--- config.mk ---
export PLATFORM = sky130hd
export DESIGN_NAME = ssi_bus_if
export DESIGN_NICKNAME = d
export VERILOG_FILES = /design/src/rtl/ssi_pkg.sv /design/src/rtl/ssi_sync.sv /design/src/rtl/ssi_clkgen.sv /design/src/rtl/ssi_shifter.sv /design/src/rtl/ssi_busy.sv /design/src/rtl/ssi_bus_if.sv
export SDC_FILE = /design/constraint.sdc
export NUM_CORES = 1
export LEC_CHECK = 0
export ABC_AREA = 1
export BUFFER_PORTS_ARGS = -buffer_cell sky130_fd_sc_hd__buf_2
export CAP_MARGIN = 10
export CORE_MARGIN = 2
export CORE_UTILIZATION = 54
export CTS_CLUSTER_SIZE = 25
export DETAILED_ROUTE_END_ITERATION = 7
export PLACE_DENSITY = 0.91
export SLEW_MARGIN = 20
export SYNTH_ARGS = -nofsm -noshare
export SYNTH_HDL_FRONTEND = slang
export SYNTH_SLANG_ARGS = --single-unit
--- constraint.sdc ---
create_clock -name clk -period 2.6 [get_ports clk]
set_clock_uncertainty 0.05 [all_clocks]
set_input_delay 0.52 -clock clk [delete_from_list [all_inputs] [get_ports clk]]
set_output_delay 0.52 -clock clk [all_outputs]
set_load 0.02 [all_outputs]
--- src/rtl/ssi_pkg.sv ---
package ssi_pkg;

    // One serial clock event, decoded from either clock source
    typedef struct packed {
        logic fall;
        logic rise;
    } sck_ev_t;

    typedef enum logic {
        XF_IDLE  = 1'b0,
        XF_SHIFT = 1'b1
    } xfer_st_e;

    // Open-drain pull-down request: transfer data drives only outside wake-up
    function automatic logic pull_low(input logic busy, input logic wake, input logic bit_out);
        return busy | (~wake & ~bit_out);
    endfunction

endpackage

--- src/rtl/ssi_sync.sv ---
module ssi_sync
    import ssi_pkg::*;
(
    input  logic    clk,
    input  logic    rst,
    input  logic    sck_i,
    input  logic    sda_i,
    output logic    sck_s,
    output logic    sda_s,
    output sck_ev_t ev
);
    logic sck_p;

    always_ff @(posedge clk) begin
        if (rst) begin
            sck_s <= 1'b1;
            sck_p <= 1'b1;
            sda_s <= 1'b1;
        end else begin
            sck_s <= sck_i;
            sck_p <= sck_s;
            sda_s <= sda_i;
        end
    end

    always_comb begin
        ev.fall = sck_p & ~sck_s;
        ev.rise = ~sck_p & sck_s;
    end
endmodule

--- src/rtl/ssi_clkgen.sv ---
module ssi_clkgen
    import ssi_pkg::*;
#(
    parameter int HALF_PERIOD = 4
) (
    input  logic    clk,
    input  logic    rst,
    input  logic    run,
    output logic    sck_o,
    output sck_ev_t ev
);
    localparam int CW = (HALF_PERIOD > 2) ? $clog2(HALF_PERIOD) : 1;

    logic [CW-1:0] cnt;
    logic          tick;

    assign tick = run & (cnt == CW'(HALF_PERIOD - 1));

    always_ff @(posedge clk) begin
        if (rst || !run) begin
            cnt   <= '0;
            sck_o <= 1'b1;
        end else if (tick) begin
            cnt   <= '0;
            sck_o <= ~sck_o;
        end else begin
            cnt <= cnt + 1'b1;
        end
    end

    always_comb begin
        ev.fall = tick & sck_o;
        ev.rise = tick & ~sck_o;
    end
endmodule

--- src/rtl/ssi_shifter.sv ---
module ssi_shifter
    import ssi_pkg::*;
#(
    parameter int DATA_W = 8
) (
    input  logic              clk,
    input  logic              rst,
    input  logic              load,
    input  logic [DATA_W-1:0] ld_data,
    input  logic              start,
    input  sck_ev_t           ev,
    input  logic              sda_s,
    output logic [DATA_W-1:0] data,
    output logic              bit_out,
    output logic              active,
    output logic              done
);
    localparam int CW = $clog2(DATA_W);

    xfer_st_e      st;
    logic [CW-1:0] cnt;

    assign active = (st == XF_SHIFT);

    always_ff @(posedge clk) begin
        if (rst) begin
            st      <= XF_IDLE;
            data    <= '0;
            bit_out <= 1'b1;
            done    <= 1'b0;
            cnt     <= '0;
        end else begin
            done <= 1'b0;
            if (st == XF_IDLE) begin
                if (start) begin
                    st      <= XF_SHIFT;
                    cnt     <= '0;
                    bit_out <= 1'b1;
                end else if (load) begin
                    data <= ld_data;
                end
            end else begin
                if (ev.fall) begin
                    bit_out <= data[DATA_W-1];
                end
                if (ev.rise) begin
                    data <= {data[DATA_W-2:0], sda_s};
                    if (cnt == CW'(DATA_W - 1)) begin
                        st      <= XF_IDLE;
                        done    <= 1'b1;
                        bit_out <= 1'b1;
                        cnt     <= '0;
                    end else begin
                        cnt <= cnt + 1'b1;
                    end
                end
            end
        end
    end
endmodule

--- src/rtl/ssi_busy.sv ---
module ssi_busy (
    input  logic clk,
    input  logic rst,
    input  logic set,
    input  logic clr,
    input  logic fall,
    input  logic wake,
    output logic drv
);
    logic clr_pend;

    always_ff @(posedge clk) begin
        if (rst) begin
            drv      <= 1'b0;
            clr_pend <= 1'b0;
        end else if (set) begin
            drv      <= 1'b1;
            clr_pend <= 1'b0;
        end else if (fall && clr_pend) begin
            clr_pend <= 1'b0;
            if (!wake) drv <= 1'b0;
        end else if (clr && drv) begin
            clr_pend <= 1'b1;
        end
    end
endmodule

--- src/rtl/ssi_bus_if.sv ---
module ssi_bus_if
    import ssi_pkg::*;
#(
    parameter int DATA_W      = 8,
    parameter int HALF_PERIOD = 4
) (
    input  logic              clk,
    input  logic              rst,
    input  logic              en,
    input  logic              wake,
    input  logic              int_clk,
    input  logic              wr_en,
    input  logic [DATA_W-1:0] wr_data,
    input  logic [DATA_W-1:0] own_addr,
    input  logic              rel_trig,
    input  logic              bus_rel,
    input  logic              busy_set,
    input  logic              busy_clr,
    input  logic              irq_clr,
    input  logic              sck_i,
    input  logic              sda_i,
    output logic              sck_o,
    output logic              sda_oe,
    output logic [DATA_W-1:0] rx_data,
    output logic              irq,
    output logic              rel_flag,
    output logic              sda_level,
    output logic              xfer_active
);
    sck_ev_t ext_ev, int_ev, ev;
    logic    sck_s, sda_s;
    logic    active, done, bit_out, busy_drv;
    logic    pend, start, clk_idle, fall_ev;

    ssi_sync i_sync (
        .clk(clk), .rst(rst), .sck_i(sck_i), .sda_i(sda_i),
        .sck_s(sck_s), .sda_s(sda_s), .ev(ext_ev)
    );

    ssi_clkgen #(.HALF_PERIOD(HALF_PERIOD)) i_clkgen (
        .clk(clk), .rst(rst), .run(active & int_clk),
        .sck_o(sck_o), .ev(int_ev)
    );

    assign ev       = int_clk ? int_ev : ext_ev;
    assign fall_ev  = ev.fall;
    assign clk_idle = int_clk ? sck_o : sck_s;
    assign start    = pend & ~active & clk_idle & sda_s;

    ssi_shifter #(.DATA_W(DATA_W)) i_shift (
        .clk(clk), .rst(rst), .load(wr_en), .ld_data(wr_data),
        .start(start), .ev(ev), .sda_s(sda_s),
        .data(rx_data), .bit_out(bit_out), .active(active), .done(done)
    );

    ssi_busy i_busy (
        .clk(clk), .rst(rst), .set(busy_set), .clr(busy_clr),
        .fall(fall_ev), .wake(wake), .drv(busy_drv)
    );

    always_ff @(posedge clk) begin
        if (rst) begin
            pend     <= 1'b0;
            rel_flag <= 1'b0;
            irq      <= 1'b0;
        end else begin
            if (start || !en)
                pend <= 1'b0;
            else if (wr_en && !active)
                pend <= 1'b1;

            if (bus_rel || rel_trig)
                rel_flag <= 1'b1;
            else if (done)
                rel_flag <= 1'b0;

            if (done && (!wake || (rel_flag && rx_data == own_addr)))
                irq <= 1'b1;
            else if (irq_clr)
                irq <= 1'b0;
        end
    end

    assign sda_oe      = pull_low(busy_drv, wake, bit_out);
    assign sda_level   = sda_s;
    assign xfer_active = active;
endmodule

==> reports/results.ini, run 1 <==
[outcome]
status=finished, final reports clean

[die]
pin_count=43
initial_utilization=0.5561
die_h_um=54.05
die_w_um=54.05
rows=18
coreArea_um2=2432
die_area_um2=2921

[finish]
layout_common_cells=buf_2 (42), nand2_1 (36), dfxtp_1 (25)
antenna_cells=0
nNetsFinal=247
drive_above_1_share=0.2991
regArea_um2=500.5
nFillCells=239
design_area_um2=1562
multi_input_area_um2=696.9
top_regs=i_shift.data (8), i_shift.cnt (3), i_clkgen.cnt (2)
mostFrequentLayoutCell=buf_2
regMostFlops=i_shift.data
area_delta_synth_final_pct=15.45
fin_util=0.6420
largest_reg_flops=8

[sta]
setup_ws_ns=0.7614
rsz0062_at_grt=no
hold_violations=0
period_needed_ns=1.839
tightestPinTransition_ns=0.6675
setup_viol_count_final=0
finalMaxSlewViolations=0
slew_headroom=0.5550
tns_ns=0
fmax_mhz=543.9
fin_crit_sh=0.7071
hold_slack_ns=0.3237

[logic_synthesis]
syn_inst=174
ys.flop_type=dfxtp_1
avgSynthCellArea_um2=7.773
ys_seq_elements=25
yosysTopAreaCell=dfxtp_1
syn_area_um2=1353
synth_edf_count=0
synth_warnings=0
ys_types=32
yosysTopAreaCellShare=0.3700
ys_seq_area_frac=0.3700
syn_nets=206
synthTopCellsByArea=dfxtp_1 (37%), nand2_1 (10%), mux2i_1 (5.9%), inv_1 (5.3%), a21oi_1 (4.4%)
synthArstFlopShare=0

[cts]
cts_hold_buf=0
cts-resized-gates=0
numCtsBuffers=3
ctsRootBufferMaster=clkbuf_4
htree_levels=1
cts_setup_buffers=0
clk_latency_ns=0.31
cts_tree=yes
cts.sinks=25
path_clk_slew_ns=0.13
clockBufferDepth=2

[place]
postPlaceCellArea_um2=1534
preCtsSetupSlack_ns=0.5977
gp_congestion=0.7477
hpwl_mm=2.194
io_buffers=42

[global_route]
grt_pass1_wl_mm=4.636
grt_max_degree=17
grt_overflow=0
grt_usage=0.2154
antenna_found_initial=0
grt_pass1_vias=1136

[critical_path]
rr_worst_depth=7
end_kind=register
r2r_start=i_clkgen.cnt[0]$_SDFF_PP0_
timing.rr.end=i_shift.data[7]$_SDFFE_PP0P_
crit_arrival_ns=2.01
crit_end=i_shift.data[7]$_SDFFE_PP0P_
reg2reg_slack_ns=0.76
critical_path.max_fanout=16
cp_data_required_time_ns=2.77
critical_path_class=register to register
worst_setup_path_start_kind=register
crit_start=i_clkgen.cnt[0]$_SDFF_PP0_

[routing]
via_per_inst=5.172
drtIter0Drc=22
ant_nets=0
drc=0
drt-pass1-iter-count=4
wl_mm=2.881
routedWlPerCell_um=11.81
vias=1262

[power]
powerDensity_nw_per_um2=490.8
leakage_nw=0.7603
irDropWorstVdd_mv=0.4681

[flow_run]
max_cap_viol_count=0

[worst_hold_path]
min_path_type=primary input to register

[synthesized netlist by cell type (2+ instances only)]
| master | n |
|---|---|
| nor2_1 | 16 |
| ha_1 | 3 |
| nand3_1 | 12 |
| o21ai_1 | 4 |
| nor3_1 | 3 |
| o211ai_1 | 2 |
| nand2_1 | 36 |
| mux2i_1 | 8 |
| a21oi_1 | 12 |
| dfxtp_1 | 25 |
| a21oi_2 | 6 |
| or2_2 | 2 |
| o21ai_0 | 2 |
| nand3_2 | 3 |
| buf_6 | 4 |
| xnor2_1 | 2 |
| inv_1 | 19 |
[critical path, stage by stage, from the launching register on]
cell     delay, ns
dfxtp_1       0.36
ha_1          0.22
nand3_2       0.13
o22ai_2       0.14
or2_1         0.56
nand3_1       0.14
nand2_1       0.11
nor2_1        0.05
[where the power goes]
group | leakage, nW | internal, mW | switching, mW
clock network | 0.0177 | 0.0576 | 0.112
logic | 0.537 | 0.0726 | 0.0984
registers | 0.205 | 0.404 | 0.0219
[metrics by stage]
step | instances | power, mW
2_1_floorplan | 174 | 0.5557
6_report | 244 | 0.7664
4_1_cts | 244 | 0.7680
5_1_grt | 244 | 0.8097
3_3_place_gp | 240 | 0.5983
3_5_place_dp | 240 | 0.6050
[final cells by class]
| type | instances | area share |
|---|---|---|
| multi-input combinational | 121 | 0.4463 |
| inverter | 21 | 0.05208 |
| clock inverter | 1 | 0.003205 |
| timing repair buffer | 43 | 0.1394 |
| sequential | 25 | 0.3205 |
| tap | 30 | 0.02404 |
| clock buffer | 3 | 0.01442 |
[cells by family (layout without fill, tap and decap cells)]
kind of cell / count (synthesis) / count (layout) / share of synthesized area
AND/OR/NAND/NOR: 78 / 78 / 0.2664
AO/OA/AOI/OAI: 30 / 30 / 0.1489
buffers and inverters: 28 / 68 / 0.1147
flip-flops: 25 / 25 / 0.3700
multiplexers: 8 / 8 / 0.05921
adder cells (fa/ha/maj): 3 / 3 / 0.02776
XOR/XNOR: 2 / 2 / 0.01295
[worst min path at each step]
stage / from / end / slack [ns] / cells after the start
floorplan: i_clkgen.cnt[0]$_SDFF_PP0_ / i_clkgen.cnt[0]$_SDFF_PP0_ / 0.35 / 1
global placement: i_clkgen.cnt[0]$_SDFF_PP0_ / i_clkgen.cnt[0]$_SDFF_PP0_ / 0.37 / 1
detailed placement: i_clkgen.cnt[0]$_SDFF_PP0_ / i_clkgen.cnt[0]$_SDFF_PP0_ / 0.37 / 1
CTS: sck_i / i_sync.sck_s$_SDFF_PP1_ / 0.32 / 2
global route: sda_i / i_sync.sda_s$_SDFF_PP1_ / 0.31 / 2
finish: sck_i / i_sync.sck_s$_SDFF_PP1_ / 0.32 / 2
[layer usage]
layer	share of wire	track usage	vias to the layer above
met3	0.051	0.05833	8
met1	0.42	0.2449	576
met2	0.50	0.3801	31
met4	0.024	0.08333	0
li1	-	-	647
met5	0	0	-
(Power assumes the default switching activity.)
==> run 2: changes to the inputs <==
--- a/config.mk
+++ b/config.mk
@@ -9,10 +9,10 @@
 export BUFFER_PORTS_ARGS = -buffer_cell sky130_fd_sc_hd__buf_2
 export CAP_MARGIN = 10
 export CORE_MARGIN = 2
-export CORE_UTILIZATION = 54
+export CORE_UTILIZATION = 50
 export CTS_CLUSTER_SIZE = 25
 export DETAILED_ROUTE_END_ITERATION = 7
-export PLACE_DENSITY = 0.91
+export PLACE_DENSITY = 0.86
 export SLEW_MARGIN = 20
 export SYNTH_ARGS = -nofsm -noshare
 export SYNTH_HDL_FRONTEND = slang
==> constraint.sdc (replaced) <==
create_clock -name clk -period 1.9 [get_ports clk]
set_clock_uncertainty 0.05 [all_clocks]
set_input_delay 0.38 -clock clk [delete_from_list [all_inputs] [get_ports clk]]
set_output_delay 0.38 -clock clk [all_outputs]
set_load 0.02 [all_outputs]
==> run 2 against run 1 <==
Net effect: sequential power is 37% higher; design area rose by 0.48%; clock power is 43% higher.
==> reports/results.ini, run 2 (synthesis gave the netlist of run 1 again) <==
[outcome]
status=finished, final reports clean  ; unchanged

[finish]
drive_above_1_share=0.3023  ; was 0.2991
area_delta_synth_final_pct=16.00  ; was 15.45%
nFillCells=258  ; was 239
design_area_um2=1569  ; was 1562 µm²
regArea_um2=500.5  ; unchanged
mostFrequentLayoutCell=buf_2  ; unchanged
fin_util=0.6220  ; was 0.6420
antenna_cells=0  ; unchanged
layout.cells.non_filler=245  ; was 244
nNetsFinal=248  ; was 247
multi_input_area_um2=696.9  ; unchanged
regMostFlops=i_shift.data  ; unchanged
layout_common_cells=buf_2 (42), nand2_1 (36), dfxtp_1 (25)  ; unchanged
largest_reg_flops=8  ; unchanged
top_regs=i_shift.data (8), i_shift.cnt (3), i_clkgen.cnt (2)  ; unchanged

[sta]
fmax_mhz=551.8
tns_ns=0  ; unchanged
finalMaxSlewViolations=0  ; unchanged
hold_violations=0  ; unchanged
slew_headroom=0.6983  ; was 0.5550
tightestPinTransition_ns=0.4520  ; was 0.6675 ns
setup_ws_ns=0.08769  ; was 0.7614 ns
hold_slack_ns=0.1857  ; was 0.3237 ns
period_needed_ns=1.812
fin_crit_sh=0.9538
setup_viol_count_final=0  ; unchanged
rsz0062_at_grt=no  ; unchanged

[global_route]
grt_max_degree=17  ; unchanged
grt_usage=0.1750  ; was 0.2154
antenna_found_initial=0  ; unchanged
grt_pass1_wl_mm=4.498  ; was 4.636 mm
grt_overflow=0  ; unchanged
grt_pass1_vias=1100  ; was 1136

[worst_hold_path]
min_path_type=primary input to register  ; unchanged

[critical_path]
end_kind=output pin  ; was register
cp_data_required_time_ns=1.47  ; was 2.77 ns
worst_setup_path_start_kind=register  ; unchanged
critical_path_class=register to output pin  ; was register to register
crit_arrival_ns=1.38  ; was 2.01 ns
critical_path.max_fanout=9  ; was 16

[place]
gp_congestion=0.7665  ; was 0.7477
preCtsSetupSlack_ns=0.3008  ; was 0.5977 ns
io_buffers=42  ; unchanged
postPlaceCellArea_um2=1541  ; was 1534 µm²
hpwl_mm=2.079  ; was 2.194 mm
dp_cells=241  ; was 240

[cts]
htree_levels=1  ; unchanged
clk_latency_ns=0.31  ; about the same
clockBufferDepth=2  ; unchanged
path_clk_slew_ns=0.14  ; was 0.13 ns
cts_tree=yes  ; unchanged
cts.sinks=25  ; unchanged
ctsRootBufferMaster=clkbuf_4  ; unchanged
cts-resized-gates=0  ; unchanged
cts_hold_buf=0  ; unchanged
cts_setup_buffers=0  ; unchanged
numCtsBuffers=3  ; unchanged

[routing]
drc=0  ; unchanged
via_per_inst=4.943  ; was 5.172
ant_nets=0  ; unchanged
routedWlPerCell_um=11.31  ; was 11.81 µm
drt-pass1-iter-count=4  ; unchanged
drtIter0Drc=24  ; was 22
wl_mm=2.771  ; was 2.881 mm
vias=1211  ; was 1262

[die]
rows=18  ; unchanged
coreArea_um2=2522  ; was 2432 µm²
pin_count=43  ; unchanged
initial_utilization=0.5362  ; was 0.5561
die_h_um=56.01  ; was 54.05 µm
die_area_um2=3137  ; was 2921 µm²
die_w_um=56.01  ; was 54.05 µm

[power]
leakage_nw=0.7645  ; was 0.7603 nW
irDropWorstVdd_mv=0.3272  ; was 0.4681 mV
p_total_mw=1.057  ; was 766.4 µW
powerDensity_nw_per_um2=673.8  ; was 490.8 nW/µm²

[flow_run]
max_cap_viol_count=0  ; unchanged

## run 2: cell count changes in the layout (fill, tap and decap cells not counted), sizes merged
cell  delta
buf      +1
## run 2: power breakdown
group | switching [mW] | leakage [nW] | internal (mW)
combinational | 0.130 | 0.541 | 0.100
clock | 0.163 | 0.0177 | 0.0787
sequential | 0.0315 | 0.205 | 0.553
total | 0.325 | 0.765 | 0.732
## run 2: cell type report
class                      count  area share
multi-input combinational    121      0.4442
sequential                    25      0.3190
timing repair buffer          44      0.1435
inverter                      21     0.05183
tap                           30     0.02392
clock buffer                   3     0.01435
clock inverter                 1    0.003190
## run 2: worst max-delay path, stage by stage, from the launching register on
cell and delay [ns]:
dfxtp_1 0.59, buf_4 0.28, buf_2 0.19
## run 2: worst paths after layout
check	start	endpoint	slack [ns]	cells past startpoint
max	i_shift.active$_SDFF_PP0_	xfer_active	0.09	2
min	sda_i	i_sync.sda_s$_SDFF_PP1_	0.19	2
max reg2reg	i_shift.active$_SDFF_PP0_	i_shift.data[2]$_SDFFE_PP0P_	0.28	7
min reg2reg	i_clkgen.cnt[0]$_SDFF_PP0_	i_clkgen.cnt[0]$_SDFF_PP0_	0.40	1
## run 2: layer usage
metal,wire [µm],track usage
met5,0,0
met4,19,0.04082
met3,147,0.03256
met2,1261,0.2941
met1,1343,0.2312
